**config.mk**
```make
export PLATFORM = sky130hd
export DESIGN_NAME = sram_async_ctrl
export DESIGN_NICKNAME = d
export VERILOG_FILES = /design/src/rtl/sram_ctrl_pkg.sv /design/src/rtl/sram_seq.sv /design/src/rtl/sram_pins.sv /design/src/rtl/sram_rdcap.sv /design/src/rtl/sram_async_ctrl.sv
export SDC_FILE = /design/constraint.sdc
export NUM_CORES = 1
export LEC_CHECK = 0
export BUFFER_PORTS_ARGS = -buffer_cell sky130_fd_sc_hd__buf_2
export CORE_UTILIZATION = 30
export CTS_CLUSTER_SIZE = 28
export DETAILED_ROUTE_END_ITERATION = 8
export SETUP_SLACK_MARGIN = 0.2
export SYNTH_ARGS = -nofsm -noshare
export SYNTH_HDL_FRONTEND = slang
export SYNTH_HIERARCHICAL = 1
export SYNTH_SLANG_ARGS = --single-unit
```
**constraint.sdc**
```tcl
create_clock -name clk -period 2.98 [get_ports clk]
set_input_delay 0.745 -clock clk [delete_from_list [all_inputs] [get_ports clk]]
set_output_delay 0.745 -clock clk [all_outputs]
set_load 0.03 [all_outputs]
```
**src/rtl/sram_ctrl_pkg.sv**
```systemverilog
package sram_ctrl_pkg;

   typedef enum logic [2:0] {
      ST_IDLE = 3'd0,
      ST_RD   = 3'd1,
      ST_WSET = 3'd2,
      ST_WLOW = 3'd3,
      ST_TURN = 3'd4
   } sram_st_e;

   function automatic int cnt_max(input int a, input int b, input int c);
      int m;
      m = (a > b) ? a : b;
      return (m > c) ? m : c;
   endfunction

endpackage

```
**src/rtl/sram_seq.sv**
```systemverilog
module sram_seq
   import sram_ctrl_pkg::*;
#(
   parameter int RD_CYC   = 6,
   parameter int WE_CYC   = 5,
   parameter int TURN_CYC = 1,
   parameter int CNT_W    = 3
) (
   input  logic             clk,
   input  logic             rst_n,
   input  logic             start,
   input  logic             start_wr,
   output sram_st_e         st_q,
   output sram_st_e         st_nxt,
   output logic [CNT_W-1:0] cnt_nxt,
   output logic             capture
);

   localparam logic [CNT_W-1:0] RD_LAST = CNT_W'(RD_CYC - 1);
   localparam logic [CNT_W-1:0] WE_LAST = CNT_W'(WE_CYC - 1);
   localparam logic [CNT_W-1:0] TN_LAST = CNT_W'((TURN_CYC > 0) ? TURN_CYC - 1 : 0);

   logic [CNT_W-1:0] cnt_q;
   sram_st_e         exit_st;

   generate
      if (TURN_CYC > 0) begin : g_turn
         assign exit_st = ST_TURN;
      end else begin : g_noturn
         assign exit_st = ST_IDLE;
      end
   endgenerate

   always_comb begin
      st_nxt  = st_q;
      cnt_nxt = cnt_q + 1'b1;
      capture = 1'b0;
      case (st_q)
         ST_IDLE: begin
            cnt_nxt = '0;
            if (start) st_nxt = start_wr ? ST_WSET : ST_RD;
         end
         ST_RD: begin
            if (cnt_q == RD_LAST) begin
               st_nxt  = exit_st;
               cnt_nxt = '0;
               capture = 1'b1;
            end
         end
         ST_WSET: begin
            st_nxt  = ST_WLOW;
            cnt_nxt = '0;
         end
         ST_WLOW: begin
            if (cnt_q == WE_LAST) begin
               st_nxt  = exit_st;
               cnt_nxt = '0;
            end
         end
         ST_TURN: begin
            if (cnt_q == TN_LAST) begin
               st_nxt  = ST_IDLE;
               cnt_nxt = '0;
            end
         end
         default: begin
            st_nxt  = ST_IDLE;
            cnt_nxt = '0;
         end
      endcase
   end

   always_ff @(posedge clk or negedge rst_n) begin
      if (!rst_n) begin
         st_q  <= ST_IDLE;
         cnt_q <= '0;
      end else begin
         st_q  <= st_nxt;
         cnt_q <= cnt_nxt;
      end
   end

   // a new access only starts from idle
   assert_start_from_idle_R2: assert property (@(posedge clk) disable iff (!rst_n)
      (st_q != ST_IDLE && st_q != ST_TURN) |=> (st_q != ST_IDLE || $past(capture) || $past(st_q) == ST_WLOW));

endmodule

```
**src/rtl/sram_pins.sv**
```systemverilog
module sram_pins
   import sram_ctrl_pkg::*;
#(
   parameter int ADDR_W     = 20,
   parameter int DATA_W     = 8,
   parameter int DQ_DLY_CYC = 1,
   parameter int CNT_W      = 3
) (
   input  logic              clk,
   input  logic              rst_n,
   input  logic              accept,
   input  logic [ADDR_W-1:0] acc_addr,
   input  logic [DATA_W-1:0] acc_wdata,
   input  sram_st_e          st_nxt,
   input  logic [CNT_W-1:0]  cnt_nxt,
   output logic [ADDR_W-1:0] ram_addr,
   output logic              ram_cs_n,
   output logic              ram_cs,
   output logic              ram_we_n,
   output logic              ram_oe_n,
   output logic              ram_dq_oe,
   output logic [DATA_W-1:0] ram_dq_out
);

   localparam logic [CNT_W-1:0] DRV_AT = CNT_W'(DQ_DLY_CYC);

   logic sel_d, rd_d, wr_d, drv_d;

   assign sel_d = (st_nxt == ST_RD) || (st_nxt == ST_WSET) || (st_nxt == ST_WLOW);
   assign rd_d  = (st_nxt == ST_RD);
   assign wr_d  = (st_nxt == ST_WLOW);
   assign drv_d = wr_d && (cnt_nxt >= DRV_AT);

   always_ff @(posedge clk or negedge rst_n) begin
      if (!rst_n) begin
         ram_cs_n   <= 1'b1;
         ram_cs     <= 1'b0;
         ram_we_n   <= 1'b1;
         ram_oe_n   <= 1'b1;
         ram_dq_oe  <= 1'b0;
         ram_addr   <= '0;
         ram_dq_out <= '0;
      end else begin
         ram_cs_n  <= ~sel_d;
         ram_cs    <= sel_d;
         ram_we_n  <= ~wr_d;
         ram_oe_n  <= ~rd_d;
         ram_dq_oe <= drv_d;
         if (accept) begin
            ram_addr   <= acc_addr;
            ram_dq_out <= acc_wdata;
         end
      end
   end

   // the two selects never disagree
   assert_sel_pair_R3: assert property (@(posedge clk) disable iff (!rst_n)
      ram_cs_n == ~ram_cs);

   // address frozen while the chip stays selected
   assert_addr_hold_R4: assert property (@(posedge clk) disable iff (!rst_n)
      (!ram_cs_n && $past(!ram_cs_n)) |-> $stable(ram_addr));

   // write enable falls only after selection was already in place
   assert_we_after_sel_R7: assert property (@(posedge clk) disable iff (!rst_n)
      $fell(ram_we_n) |-> $past(!ram_cs_n));

   // output enable never active during a write
   assert_no_oe_in_write_R7: assert property (@(posedge clk) disable iff (!rst_n)
      !ram_we_n |-> ram_oe_n);

   // drive starts strictly after write enable fell
   assert_drive_late_R8: assert property (@(posedge clk) disable iff (!rst_n)
      $rose(ram_dq_oe) |-> $past(!ram_we_n));

   // no bus fight and no drive outside the write overlap
   assert_no_clash_R9: assert property (@(posedge clk) disable iff (!rst_n)
      ram_dq_oe |-> (ram_oe_n && !ram_we_n && !ram_cs_n && ram_cs));

endmodule

```
**src/rtl/sram_rdcap.sv**
```systemverilog
module sram_rdcap #(
   parameter int DATA_W = 8
) (
   input  logic              clk,
   input  logic              rst_n,
   input  logic              capture,
   input  logic [DATA_W-1:0] dq_in,
   output logic              rsp_valid,
   output logic [DATA_W-1:0] rsp_rdata
);

   always_ff @(posedge clk or negedge rst_n) begin
      if (!rst_n) begin
         rsp_valid <= 1'b0;
         rsp_rdata <= '0;
      end else begin
         rsp_valid <= capture;
         if (capture) rsp_rdata <= dq_in;
      end
   end

   // result held until the next capture
   assert_rdata_hold_R6: assert property (@(posedge clk) disable iff (!rst_n)
      !$past(capture) |-> $stable(rsp_rdata));

endmodule

```
**src/rtl/sram_async_ctrl.sv**
```systemverilog
module sram_async_ctrl
   import sram_ctrl_pkg::*;
#(
   parameter int ADDR_W     = 20,
   parameter int DATA_W     = 8,
   parameter int RD_CYC     = 6,
   parameter int WE_CYC     = 5,
   parameter int DQ_DLY_CYC = 1,
   parameter int TURN_CYC   = 1
) (
   input  logic              clk,
   input  logic              rst_n,
   input  logic              req_valid,
   output logic              req_ready,
   input  logic              req_write,
   input  logic [ADDR_W-1:0] req_addr,
   input  logic [DATA_W-1:0] req_wdata,
   output logic              rsp_valid,
   output logic [DATA_W-1:0] rsp_rdata,
   output logic [ADDR_W-1:0] ram_addr,
   output logic              ram_cs_n,
   output logic              ram_cs,
   output logic              ram_we_n,
   output logic              ram_oe_n,
   output logic              ram_dq_oe,
   output logic [DATA_W-1:0] ram_dq_out,
   input  logic [DATA_W-1:0] ram_dq_in
);

   localparam int MAX_CNT = cnt_max(RD_CYC, WE_CYC, TURN_CYC);
   localparam int CNT_W   = $clog2(MAX_CNT + 1);

   generate
      if (ADDR_W < 1 || DATA_W < 1) begin : g_bad_width
         $error("sram_async_ctrl: bus widths must be positive");
      end
      if (RD_CYC < 2) begin : g_bad_rd
         $error("sram_async_ctrl: RD_CYC must be at least 2");
      end
      if (DQ_DLY_CYC < 1) begin : g_bad_dly
         $error("sram_async_ctrl: DQ_DLY_CYC must be at least 1");
      end
      if (WE_CYC <= DQ_DLY_CYC) begin : g_bad_we
         $error("sram_async_ctrl: WE_CYC must exceed DQ_DLY_CYC");
      end
      if (TURN_CYC < 0) begin : g_bad_turn
         $error("sram_async_ctrl: TURN_CYC must not be negative");
      end
   endgenerate

   sram_st_e         st_q, st_nxt;
   logic [CNT_W-1:0] cnt_nxt;
   logic             capture, accept;

   assign req_ready = (st_q == ST_IDLE);
   assign accept    = req_valid && req_ready;

   sram_seq #(
      .RD_CYC(RD_CYC), .WE_CYC(WE_CYC), .TURN_CYC(TURN_CYC), .CNT_W(CNT_W)
   ) u_seq (
      .clk(clk), .rst_n(rst_n), .start(accept), .start_wr(req_write),
      .st_q(st_q), .st_nxt(st_nxt), .cnt_nxt(cnt_nxt), .capture(capture)
   );

   sram_pins #(
      .ADDR_W(ADDR_W), .DATA_W(DATA_W), .DQ_DLY_CYC(DQ_DLY_CYC), .CNT_W(CNT_W)
   ) u_pins (
      .clk(clk), .rst_n(rst_n), .accept(accept),
      .acc_addr(req_addr), .acc_wdata(req_wdata),
      .st_nxt(st_nxt), .cnt_nxt(cnt_nxt),
      .ram_addr(ram_addr), .ram_cs_n(ram_cs_n), .ram_cs(ram_cs),
      .ram_we_n(ram_we_n), .ram_oe_n(ram_oe_n),
      .ram_dq_oe(ram_dq_oe), .ram_dq_out(ram_dq_out)
   );

   sram_rdcap #(
      .DATA_W(DATA_W)
   ) u_rdcap (
      .clk(clk), .rst_n(rst_n), .capture(capture), .dq_in(ram_dq_in),
      .rsp_valid(rsp_valid), .rsp_rdata(rsp_rdata)
   );

   // ready implies the RAM is idle
   assert_ready_idle_R2: assert property (@(posedge clk) disable iff (!rst_n)
      req_ready |-> (ram_cs_n && ram_we_n && ram_oe_n && !ram_dq_oe));

   // read strobe lasts one clock
   assert_rsp_pulse_R6: assert property (@(posedge clk) disable iff (!rst_n)
      rsp_valid |=> !rsp_valid);

   // a strobe only follows a read with output enable active
   assert_rsp_after_read_R11: assert property (@(posedge clk) disable iff (!rst_n)
      rsp_valid |-> ($past(!ram_oe_n) && $past(ram_we_n)));

   // no selection in the cycle right after an access ends when a turnaround is configured
   assert_turn_gap_R10: assert property (@(posedge clk) disable iff (!rst_n)
      (TURN_CYC > 0 && $rose(ram_cs_n)) |=> ram_cs_n);

endmodule

```
Word-level counts from Yosys, hierarchy flattened --
Index checks and enable logic that the tools add are counted.
Word-level totals: flip-flop bits (word level) 48, output and inout bits 43
Operators by class: add/subtract/negate cells 1, magnitude comparators 1, equal/unequal tests 9, muxes and demuxes 12, bitwise logic cells 3, reduce and logical (&&, ||, !) cells 6
Operators with widths (count):
- 3-bit 2-to-1 mux | 7
- 3-bit one-hot mux with 5 select lines | 1
- 3-bit by 2-bit == test with 1-bit output (second input constant) | 4
- 3-bit == test (second input constant) | 3
- 3-bit one-hot mux with 3 select lines | 1
- 3-bit by 1-bit == test with 1-bit output (second input constant) | 2
- 3-bit zero test | 2
- 3-bit by 1-bit adder with 3-bit output (second input constant) | 1
- 3-bit by 1-bit >= comparator with 1-bit output (second input constant) | 1
- 1-bit NOT | 3
- 1-bit logical AND | 2
- 1-bit logical OR | 2
- 1-bit 2-to-1 mux | 2
- 2-bit 2-to-1 mux | 1

Depth between registers and ports, before layout --
Gate-level depths: netlist (run 1).
depth after elaboration 8, depth in mapped cells 7, mapped depth without buffers 7

Modules after synthesis --
The synthesis (run 1) kept the hierarchy.
By module, submodules not included:
- sram_pins | times used 1, cells an instance 71, area an instance 1310.0 µm²
- sram_seq | times used 1, cells an instance 42, area an instance 386.6 µm²
- sram_rdcap | times used 1, cells an instance 18, area an instance 356.6 µm²
- sram_async_ctrl | times used 1, cells an instance 2, area an instance 20.0 µm²

Least setup slack after synthesis (run 1) --
Ideal clock, no wire load.
kind register -> output, start point register u_seq.st_q[0], end point output req_ready, arrival time 1167 ps, setup slack 1068 ps, stages on the path, launching flop included 2, path buffers 0, path through dfrtp_1 -> nor3_1
On the way: cells in the longest elaborated chain, start to end 1
Ends and longest elaborated chain:
- start, declared | RTL line sram_seq.sv:13 | output sram_st_e st_q,
- start signal, assigned | RTL line sram_seq.sv:78 | st_q <= st_nxt;
- 3-bit zero test | RTL line sram_async_ctrl.sv:55 | assign req_ready = (st_q == ST_IDLE);
- end, declared | RTL line sram_async_ctrl.sv:14 | output logic req_ready,
Every way passes these cells.

Worst setup path in the final report (run 1) --
start point register u_seq.st_q[1], end point output req_ready
Same word-level chain as after synthesis.

==> results by group, run 1 <==
Setup path
  – CP endpoint kind: output pin
  – Required time of the critical path: between 2 and 2.5 ns
  – Critical-path cell list: nor3_1, buf_2
  – Crit path DAT: ~1.3 ns
  – Critical Path Fanout Max: 11
  – CP Launch Type: flop
  – Worst path slowest cell: dfrtp_1
  – Worst path max stage delay: between 0.5 and 0.6 ns
  – Crit Path Category: flop to output pin

Synthesis
  – Mux contribution to synthesized area: between 20% and 30%
  – Seq/Total Area, Yosys: approximately three fifths
  – Cell Area, Synth: 2070 um^2
  – Compound-Gate Fraction of Synth Area: roughly 3.5%
  – Mapped Cells: roughly 130
  – Avg Cell Area, Syn: between 15 and 20 um^2
  – Synth cell types: 30
  – Synth warnings: 6
  – Yosys reg bits: between 40 and 50
  – Synth Area in XOR/XNOR: less than 1%
  – Post-synthesis adder-cell area fraction: under 10%
  – Ranking of synthesized cells by area: dfrtp_1 54%, mux2_4 20%, mux2_2 4.3%
  – Mapped Nets: 176
  – Largest family of logic cells by synthesized area: multiplexers
  – Simple-Gate Fraction of Synth Area: 7.54%
  – Yosys top cell area share: ~54%
  – Area leader, netlist: dfrtp_1

Global routing
  – Congestion Overflow GR: 0
  – Total GRT Usage: a little under an eighth
  – Largest net degree at the start of global routing: 25
  – Initial antenna violation count: 0
  – Vias in the first global route: about 1400
  – First-pass GRT wire length: 6.60 mm

Route
  – Vias per cell: 4.54
  – Vias: 1363
  – DR pass1 iterations: 4
  – Initial detailed-routing violation count: between 50 and 60
  – DRC violation count after routing: 0
  – WL per Instance: 13.2 um
  – Remaining antenna violation count: 0
  – Final WL: 3.95 mm

Pwr
  – Tot Pwr: roughly 3.6 mW
  – PwrDens: between 1000 and 1500 nW/um^2
  – VDD IR-drop max: approximately 0.29 mV
  – Pleak: around 1.4 nW

Clock tree
  – Clock transition at path regs: approximately 0.090 ns
  – Hold buffer count at cts: 0
  – CTS max path bufs: 2
  – Post-CTS Resized: 0
  – CTS Root Cell: clkbuf_8
  – Clock sinks: 48
  – Total CTS buffers: 5
  – H-tree depth: 2
  – Post-CTS setup buffer count: 0
  – CTS tree: built
  – Skew-Pair Late Insertion Delay: roughly 0.30 ns

Die
  – Die ar.: 7250 um^2
  – IO Count: 83
  – Die X: around 85 um
  – Num rows: 29
  – Die H: 85.1 um
  – Initial core utilization: roughly a third
  – Core Region: 6490 um^2

Timing
  – Fin. Hold Viols: 0
  – Final Max Slew Viols: 0
  – Max Fclk: approximately 0.49 GHz
  – Crit share post-route: slightly below 70%
  – Setup Skew: around 0.0077 ns
  – RSZ-0062 raised after global routing: false
  – Setup violators final: 0
  – Sum Neg Setup Slack: 0 ns
  – Tmin final: 2.05 ns
  – Slew HR: around three quarters
  – Slew of the pin with the lowest slew margin: about 0.38 ns

Min path
  – Worst hold path class: input port to asynchronous set/reset pin

Cells and area
  – P&R area growth vs syn: 30.3%
  – Layout cells sized above 1: 62.8%
  – Number of fill cells in the layout: approximately 600
  – Fin cells: 300
  – Layout net count: between 200 and 300
  – Post-route cell area: roughly 2700 um^2
  – Number of diodes: 0

Placed design
  – IO Port Bufs: 82
  – Dpl cell area: approximately 2600 um^2
  – Routability Congestion: roughly 0.7
  – DP Cell Count: around 290
  – Hpwl dp: 2.88 mm

Status
  – Result of the run: finished clean

Flow run
  – MaxCap Viol Count: 0
==> critical path, delay by kind of cell, from the launching register on <==
kind                   cells  cell delay, ns
buffers and inverters      1            0.24
flip-flops                 1            0.52
AND/OR/NAND/NOR            1            0.25
==> per-layer routing <==
metal | vias to the layer above | routed length, um | track usage (%) | share of wire, %
met4 | 0 | 71 | 5.08 | 1.8
met2 | 52 | 1800 | 18.8 | 46
met5 | - | 0 | 0 | 0
met1 | 667 | 1750 | 14.1 | 44
met3 | 5 | 324 | 4.18 | 8.2
li1 | 639 | - | - | -
==> logic make-up after synthesis <==
kind of cell / after synthesis
XOR/XNOR: 1
buffers and inverters: 9
multiplexers: 36
flip-flops: 48
AO/OA/AOI/OAI: 9
adder cells (fa/ha/maj): 3
AND/OR/NAND/NOR: 27
==> area by class of cell <==
type                    instances  area (um^2)  area share (%)
flip-flops and latches         48         1200            44.6
multi-input cells              76          800            29.6
repair buffers                 87          448            16.6
well taps                      77         96.3            3.57
clock buffers                   5         68.8            2.55
clock inverters                 3         68.8            2.55
inverters                       4         15.0           0.556
==> state kept, by name, summed over array words and instances, names as in the netlist <==
name	count
u_pins/ram_we_n	1
u_pins/ram_cs	1
u_pins/ram_dq_out	8
u_seq/st_q	3
u_pins/ram_oe_n	1
u_pins/ram_dq_oe	1
u_rdcap/rsp_valid	1
u_pins/ram_cs_n	1
u_seq/cnt_q	3
u_pins/ram_addr	20
u_rdcap/rsp_rdata	8
==> metrics by stage <==
step,setup WS [ns],utilization (%),hold WS [ns]
final,0.927,41.6,0.303
after global routing,0.816,41.6,0.302
after CTS,0.909,41.6,0.296
after detailed placement,0.964,39.5,0.490
after global placement,1.02,39.5,0.488
after floorplan,1.07,-,0.449
==> cell usage in the layout (no fill, tap or decap) <==
master	n
a21oi_1	1
a221oi_1	1
a2bb2oi_1	1
a2bb2oi_2	1
and2b_1	1
buf_2	82
buf_4	5
bufinv_16	2
clkbuf_8	5
dfrtp_1	45
dfstp_2	3
ha_1	3
inv_1	4
inv_6	1
mux2_2	8
mux2_4	28
nand2_1	4
nand2b_1	3
nand2b_2	1
nand3_1	1
nand3b_1	2
nand4_1	1
nor2_1	6
nor2b_1	2
nor3_1	2
nor3_2	1
nor4b_4	1
o21ai_0	1
o22ai_1	2
o32ai_1	2
or2_2	1
or3b_2	1
xor2_1	1
==> cells in the mapped netlist <==
| cell | count |
|---|---|
| buf_12 | 2 |
| a2bb2oi_1 | 1 |
| a2bb2oi_2 | 1 |
| nor2b_1 | 2 |
| nand2b_2 | 1 |
| xor2_1 | 1 |
| o32ai_1 | 2 |
| mux2_4 | 28 |
| or3b_2 | 1 |
| or2_2 | 1 |
| o22ai_1 | 2 |
| nand3_1 | 1 |
| o21ai_0 | 1 |
| clkbuf_2 | 1 |
| dfrtp_1 | 45 |
| nand3b_1 | 2 |
| buf_6 | 2 |
| nand2b_1 | 3 |
| nand4_1 | 1 |
| nor4b_2 | 1 |
| and2b_1 | 1 |
| ha_1 | 3 |
| dfstp_2 | 3 |
| inv_1 | 4 |
| a221oi_1 | 1 |
| nor3_1 | 3 |
| a21oi_1 | 1 |
| nand2_1 | 4 |
| nor2_1 | 6 |
| mux2_2 | 8 |
==> power breakdown <==
part | internal, mW | switching, mW | leakage [nW] | total (mW)
combinational | 0.769 | 1.06 | 0.719 | 1.83
sequential | 0.990 | 0.200 | 0.573 | 1.19
clock | 0.338 | 0.220 | 0.0687 | 0.557
total | 2.10 | 1.48 | 1.36 | 3.57
==> worst paths after layout <==
kind	depth (start not counted)	end	from	slack [ns]
min reg2reg	1	u_pins/ram_addr[8]$_DFFE_PN0P_	u_pins/ram_addr[8]$_DFFE_PN0P_	0.50
max	2	req_ready	u_seq/st_q[1]$_DFF_PN0_	0.93
min	1	u_pins/ram_addr[2]$_DFFE_PN0P_	rst_n	0.30
min in group clk	1	u_pins/ram_addr[8]$_DFFE_PN0P_	u_pins/ram_addr[8]$_DFFE_PN0P_	0.50
max reg2reg	4	u_pins/ram_oe_n$_DFF_PN1_	u_seq/st_q[1]$_DFF_PN0_	1.14
max in group asynchronous	2	u_pins/ram_we_n$_DFF_PN1_	rst_n	2.04
(Power assumes the default switching activity.)
==> inputs of run 2 (changes only) <==
clock period = 2.2 ns   (was 2.98 ns; I/O delays follow)
==> results by group, run 2 (same netlist as run 1, synthesis figures left out) <==
Pwr
  – NetSw: 1.99 mW (was 1.48 mW)
  – VDD IR-drop max: 0.489 mV (was 0.294 mV)
  – Sw frac: 41.2% (was 41.3%)
  – Combinational Power Share: 51.0% (was 51.1%)
  – PwrDens: 1790 nW/um^2 (was 1320 nW/um^2)
  – Sequential share of power: 33.4% (was 33.3%)
  – Pint: 2.83 mW (was 2.10 mW)
  – Pleak: 1.36 nW (about the same)
  – Clk pwr share: 15.6% (about the same)

Cells and area
  – Layout cells sized above 1: 62.6% (was 62.8%)
  – Commonest non-fill, non-tap cell in the layout: buf_2 (unchanged)
  – P&R area growth vs syn: 29.9% (was 30.3%)
  – Layout net count: 264 (was 265)
  – Fin cells: 299 (was 300)
  – Max reg flops: 20 (unchanged)
  – Most frequent cells in the layout: 82 x buf_2, 45 x dfrtp_1, 28 x mux2_4 (unchanged)
  – Final core utilization: 41.5% (was 41.6%)
  – Biggest register: u_pins/ram_addr (unchanged)
  – Post-route cell area: 2690 um^2 (was 2700 um^2)
  – Number of diodes: 0 (unchanged)
  – Number of fill cells in the layout: 607 (was 605)
  – Largest regs: u_pins/ram_addr: 20 flops, u_pins/ram_dq_out: 8 flops, u_rdcap/rsp_rdata: 8 flops (unchanged)

Min path
  – Worst hold path class: input port to asynchronous set/reset pin (unchanged)

Timing
  – Tmin final: about 1.9 ns
  – Crit share post-route: between 80% and 90%
  – Final Max Slew Viols: 0 (unchanged)
  – Setup Skew: 0.0104 ns (was 0.00773 ns)
  – Setup ws final: 0.335 ns (was 0.927 ns)
  – Slew HR: 69.9% (was 74.6%)
  – Setup violators final: 0 (unchanged)
  – Max Fclk: 0.536 GHz
  – RSZ-0062 raised after global routing: false (unchanged)
  – Sum Neg Setup Slack: 0 ns (unchanged)
  – Slew of the pin with the lowest slew margin: 0.452 ns (was 0.380 ns)
  – Fin. Hold Viols: 0 (unchanged)

Clock tree
  – Clock sinks: 48 (unchanged)
  – CTS tree: built (unchanged)
  – Total CTS buffers: 5 (unchanged)
  – Hold buffer count at cts: 0 (unchanged)
  – Post-CTS setup buffer count: 0 (unchanged)
  – Skew-Pair Late Insertion Delay: 0.30 ns (about the same)
  – Clock transition at path regs: 0.09 ns (about the same)
  – CTS max path bufs: 2 (unchanged)
  – H-tree depth: 2 (unchanged)
  – CTS Root Cell: clkbuf_8 (unchanged)
  – Post-CTS Resized: 0 (unchanged)

Setup path
  – CP endpoint kind: output pin (unchanged)
  – Critical Path Fanout Max: 11 (unchanged)
  – CP Launch Type: flop (unchanged)
  – Required time of the critical path: 1.65 ns (was 2.24 ns)
  – Crit path DAT: 1.31 ns (about the same)
  – Crit Path Category: flop to output pin (unchanged)

Route
  – Vias per cell: 4.46 (was 4.54)
  – Initial detailed-routing violation count: 21 (was 58)
  – Final WL: 3.75 mm (was 3.95 mm)
  – DRC violation count after routing: 0 (unchanged)
  – DR pass1 iterations: 3 (was 4)
  – Remaining antenna violation count: 0 (unchanged)
  – WL per Instance: 12.5 um (was 13.2 um)
  – Vias: 1335 (was 1363)

Die
  – Initial core utilization: 31.9% (unchanged)
  – Core Region: 6490 um^2 (unchanged)
  – IO Count: 83 (unchanged)
  – Die X: 85.1 um (unchanged)
  – Die ar.: 7250 um^2 (unchanged)
  – Die H: 85.1 um (unchanged)
  – Num rows: 29 (unchanged)

Global routing
  – Largest net degree at the start of global routing: 29 (was 25)
  – Congestion Overflow GR: 0 (unchanged)
  – First-pass GRT wire length: 6.20 mm (was 6.60 mm)
  – Total GRT Usage: 11.0% (was 11.7%)
  – Initial antenna violation count: 0 (unchanged)
  – Vias in the first global route: 1356 (was 1371)

Placed design
  – IO Port Bufs: 82 (unchanged)
  – Hpwl dp: 2.84 mm (was 2.88 mm)
  – Routability Congestion: 0.713 (was 0.697)
  – DP Cell Count: 291 (was 292)
  – Dpl cell area: 2560 um^2 (about the same)
  – Pre-CTS setup slack: 0.353 ns (was 0.964 ns)

Status
  – Result of the run: finished clean (unchanged)

Flow run
  – MaxCap Viol Count: 0 (unchanged)
## run 2: worst paths after layout
check / slack (ns) / endpoint / start / cells after the start
min reg2reg: 0.51 / u_pins/ram_addr[7]$_DFFE_PN0P_ / u_pins/ram_addr[7]$_DFFE_PN0P_ / 1
max: 0.34 / req_ready / u_seq/st_q[1]$_DFF_PN0_ / 2
min: 0.16 / u_pins/ram_addr[12]$_DFFE_PN0P_ / rst_n / 1
max in group asynchronous: 1.48 / u_pins/ram_addr[3]$_DFFE_PN0P_ / rst_n / 2
max reg2reg: 0.34 / u_pins/ram_addr[5]$_DFFE_PN0P_ / u_seq/st_q[1]$_DFF_PN0_ / 3
min in group clk: 0.47 / u_rdcap/rsp_rdata[5]$_DFFE_PN0P_ / ram_dq_in[5] / 2
## run 2: layout make-up
type	instances	area [um^2]	share of cell area, %
Sequential cell	48	1200	44.7
Multi-Input combinational cell	76	800	29.7
Timing Repair Buffer	86	440	16.3
Tap cell	77	96.3	3.58
Clock buffer	5	68.8	2.55
Clock inverter	3	68.8	2.55
Inverter	4	15.0	0.557
## run 2: per-layer routing
layer	vias up	GRT usage [%]	routed length [um]
li1	638	-	-
met2	51	17.2	1740
met4	0	5.24	81
met5	-	0	0
met3	9	3.99	308
met1	637	13.4	1620
## run 2: worst max-delay path, stage by stage (launching register included)
cell	delay (ns)
dfrtp_1	0.53
nor3_1	0.25
buf_2	0.24
## run 2: power by group through the flow
stage,registers (mW),logic (mW),clock network [mW]
finish,1.61,2.46,0.751
global route,1.68,2.63,0.812
CTS,1.62,2.48,0.776
detailed placement,1.63,2.47,0
global placement,1.61,2.47,0
floorplan,2.37,1.14,0
## run 2: per-stage QoR
stage / hold slack (ns) / power, mW
6_report: 0.158 / 4.82
5_1_grt: 0.181 / 5.12
4_1_cts: 0.165 / 4.88
3_5_place_dp: 0.487 / 4.10
3_3_place_gp: 0.488 / 4.08
2_1_floorplan: 0.254 / 3.51
==> inputs of run 3 (changes only) <==
ABC_AREA = 1   (was not set)
clock period = 1.76 ns   (was 2.2 ns; I/O delays follow)
==> results by group, run 3 <==
Status
  – Result of the run: finished clean (unchanged)

Die
  – Initial core utilization: 31.0% (was 31.9%)
  – Num rows: 30 (was 29)
  – Die ar.: 7320 um^2 (was 7250 um^2)
  – Core Region: 6760 um^2 (was 6490 um^2)
  – Die X: 85.6 um (was 85.1 um)
  – Die H: 85.6 um (was 85.1 um)
  – IO Count: 83 (unchanged)

Route
  – DRC violation count after routing: 0 (unchanged)
  – Final WL: 4.43 mm (was 3.75 mm)
  – Met3 WL post-DR: 264 um (was 308 um)
  – Metal2 WL: 2.09 mm (was 1.74 mm)
  – Routed met1 length: 2.04 mm (was 1.62 mm)
  – Vias: 1760 (was 1335)
  – DR pass1 iterations: 4 (was 3)
  – Vias per cell: 4.37 (was 4.46)
  – WL per Instance: 11.0 um (was 12.5 um)
  – Initial detailed-routing violation count: 40 (was 21)
  – Remaining antenna violation count: 0 (unchanged)
  – Top sig layer: met4 (unchanged)

Timing
  – Slew of the pin with the lowest slew margin: 0.431 ns (was 0.452 ns)
  – Setup violators final: 0 (unchanged)
  – Fin. Hold Viols: 0 (unchanged)
  – Max Fclk: about 0.65 GHz
  – Hold slack: 0.0754 ns (was 0.158 ns)
  – Slew HR: 71.3% (was 69.9%)
  – Crit share post-route: a little under 90%
  – Final Max Slew Viols: 0 (unchanged)
  – Setup Skew: 0.00897 ns (was 0.0104 ns)
  – Sum Neg Setup Slack: 0 ns (unchanged)
  – RSZ-0062 raised after global routing: true (was false)
  – Tmin final: between 1.5 and 2 ns

Clock tree
  – H-tree depth: 2 (unchanged)
  – CTS Root Cell: clkbuf_8 (unchanged)
  – CTS tree: built (unchanged)
  – Clock transition at path regs: 0.09 ns (about the same)
  – Skew-Pair Late Insertion Delay: 0.29 ns (was 0.30 ns)
  – Clock sinks: 48 (unchanged)
  – CTS max path bufs: 2 (unchanged)
  – Total CTS buffers: 5 (unchanged)

Setup path
  – Worst path slowest cell: dfrtp_1 (unchanged)
  – CP endpoint kind: output pin (unchanged)
  – Cell count along the critical path: 4 (was 2)
  – Critical-path cell list: nor2_2, nand2_2, inv_2, buf_6 (was nor3_1, buf_2)
  – Required time of the critical path: 1.32 ns (was 1.65 ns)
  – Crit path DAT: 1.09 ns (was 1.31 ns)
  – WP buf/inv: 2 (was 1)
  – CP delay by family, top: flip-flops (unchanged)
  – Worst r2r path cells: 10 (was 3)
  – Worst path max stage delay: 0.41 ns (was 0.53 ns)
  – Critical Path Fanout Max: 3 (was 11)
  – CP Launch Type: flop (unchanged)
  – Crit Path Category: flop to output pin (unchanged)

Cells and area
  – Largest regs: u_pins/ram_addr: 20 flops, u_pins/ram_dq_out: 8 flops, u_rdcap/rsp_rdata: 8 flops (unchanged)
  – Max reg flops: 20 (unchanged)
  – Number of diodes: 0 (unchanged)
  – Most frequent cells in the layout: 81 x buf_2, 61 x nand2_1, 45 x dfrtp_1 (was 82 x buf_2, 45 x dfrtp_1, 28 x mux2_4)
  – Commonest non-fill, non-tap cell in the layout: buf_2 (unchanged)
  – Layout net count: 365 (was 264)
  – Biggest register: u_pins/ram_addr (unchanged)
  – Layout cells sized above 1: 41.2% (was 62.6%)
  – P&R area growth vs syn: 33.5% (was 29.9%)

Pwr
  – Clk pwr share: 11.8% (was 15.6%)
  – PwrDens: 1990 nW/um^2 (was 1790 nW/um^2)
  – Pleak: 1.48 nW (was 1.36 nW)
  – Combinational Power Share: 54.0% (was 51.0%)
  – NetSw: 2.66 mW (was 1.99 mW)
  – Sequential share of power: 34.2% (was 33.4%)
  – VDD IR-drop max: 0.794 mV (was 0.489 mV)
  – Sw frac: 47.8% (was 41.2%)
  – Pint: 2.91 mW (was 2.83 mW)

Synthesis
  – Post-synth top cells: 66 x nand2_1, 45 x dfrtp_1, 44 x inv_1 (was 45 x dfrtp_1, 28 x mux2_4, 8 x mux2_2)
  – Avg Cell Area, Syn: 9.07 um^2 (was 15.6 um^2)
  – Yosys top cell area share: 53.8% (was 54.3%)
  – Mapped Cells: 231 (was 133)
  – Cell Area, Synth: 2090 um^2 (was 2070 um^2)
  – Mapped Nets: 274 (was 176)
  – Area leader, netlist: dfrtp_1 (unchanged)
  – Yosys reg bits: 48 (unchanged)
  – Most common cell in the synthesized netlist: nand2_1 (was dfrtp_1)
  – Post-synth EDFFs: 0 (unchanged)
  – Ranking of synthesized cells by area: dfrtp_1 54%, nand2_1 12%, inv_1 7.9% (was dfrtp_1 54%, mux2_4 20%, mux2_2 4.3%)
  – Synth async-reset ratio: 100% (unchanged)
  – Seq/Total Area, Yosys: 57.5% (was 58.1%)
  – Ys flop type: dfrtp_1 (unchanged)
  – Synth cell types: 19 (was 30)
  – Synth warnings: 6 (unchanged)

Flow run
  – MaxCap Viol Count: 0 (unchanged)

Min path
  – Worst hold path class: input port to asynchronous set/reset pin (unchanged)

Global routing
  – Largest net degree at the start of global routing: 49 (was 29)
  – Initial antenna violation count: 0 (unchanged)
  – Vias in the first global route: 1612 (was 1356)
  – First-pass GRT wire length: 7.28 mm (was 6.20 mm)
  – Total GRT Usage: 12.6% (was 11.0%)
  – Congestion Overflow GR: 0 (unchanged)

Placed design
  – IO Port Bufs: 82 (unchanged)
  – Routability Congestion: 0.781 (was 0.713)
  – Hpwl dp: 3.16 mm (was 2.84 mm)
run 3: through the flow:
stage	instance area, um^2	instances	setup WS [ns]	power, mW	util, %
finish	2800	403	0.228	5.57	41.4
detailed placement	2610	392	0.113	4.72	38.6
global placement	2610	392	0.179	4.67	38.6
global route	2800	403	0.163	5.99	41.4
floorplan	2090	231	0.264	3.95	-
CTS	2740	402	0.193	5.52	40.6
run 3: path summary, 6_finish.rpt:
kind                                                     to                        startpoint  slack (ns)
setup reg to reg                 u_pins/ram_dq_oe$_DFF_PN0_          u_seq/cnt_q[0]$_DFF_PN0_        0.27
max in group asynchronous         u_pins/ram_cs_n$_DFF_PN1_                             rst_n        1.14
setup / recovery                                  req_ready           u_seq/st_q[1]$_DFF_PN0_        0.23
hold / removal                     u_seq/cnt_q[0]$_DFF_PN0_                             rst_n        0.08
min in group clk           u_rdcap/rsp_rdata[6]$_DFFE_PN0P_                      ram_dq_in[6]        0.35
hold reg to reg            u_rdcap/rsp_rdata[6]$_DFFE_PN0P_  u_rdcap/rsp_rdata[6]$_DFFE_PN0P_        0.47
run 3: kinds of logic after synthesis:
| logic type | count (synthesis) | share of synthesized area [%] |
|---|---|---|
| simple gates | 95 | 19.1 |
| compound gates | 32 | 9.86 |
| buf+inv | 53 | 11.7 |
| flops | 48 | 57.5 |
| fa+ha+maj | 3 | 1.79 |
run 3: power by group through the flow:
stage	clock [mW]	sequential, mW	combinational (mW)
2_1_floorplan	0	2.86	1.09
3_3_place_gp	0	1.92	2.75
3_5_place_dp	0	1.93	2.79
4_1_cts	0.701	1.91	2.91
5_1_grt	0.739	1.97	3.28
6_report	0.658	1.90	3.01
run 3: repair_timing:
item	CTS	global route
setup endpoints to repair	5	11
pin swaps	3	6
resized for setup	9	14
setup buffers	2	1
hold buffers	0	0
run 3: layer usage:
metal	vias to the layer above	global-route usage, %
met5	-	0
met4	0	3.64
met3	4	3.56
met2	60	20.8
met1	813	16.1
li1	883	-
run 3: layout make-up:
| cell class | count | area, um^2 |
|---|---|---|
| clock buffer | 8 | 90.1 |
| fill | 695 | 3960 |
| inverter | 46 | 173 |
| multi-input combinational | 130 | 712 |
| sequential | 48 | 1200 |
| tap | 80 | 100 |
| timing repair buffer | 91 | 517 |
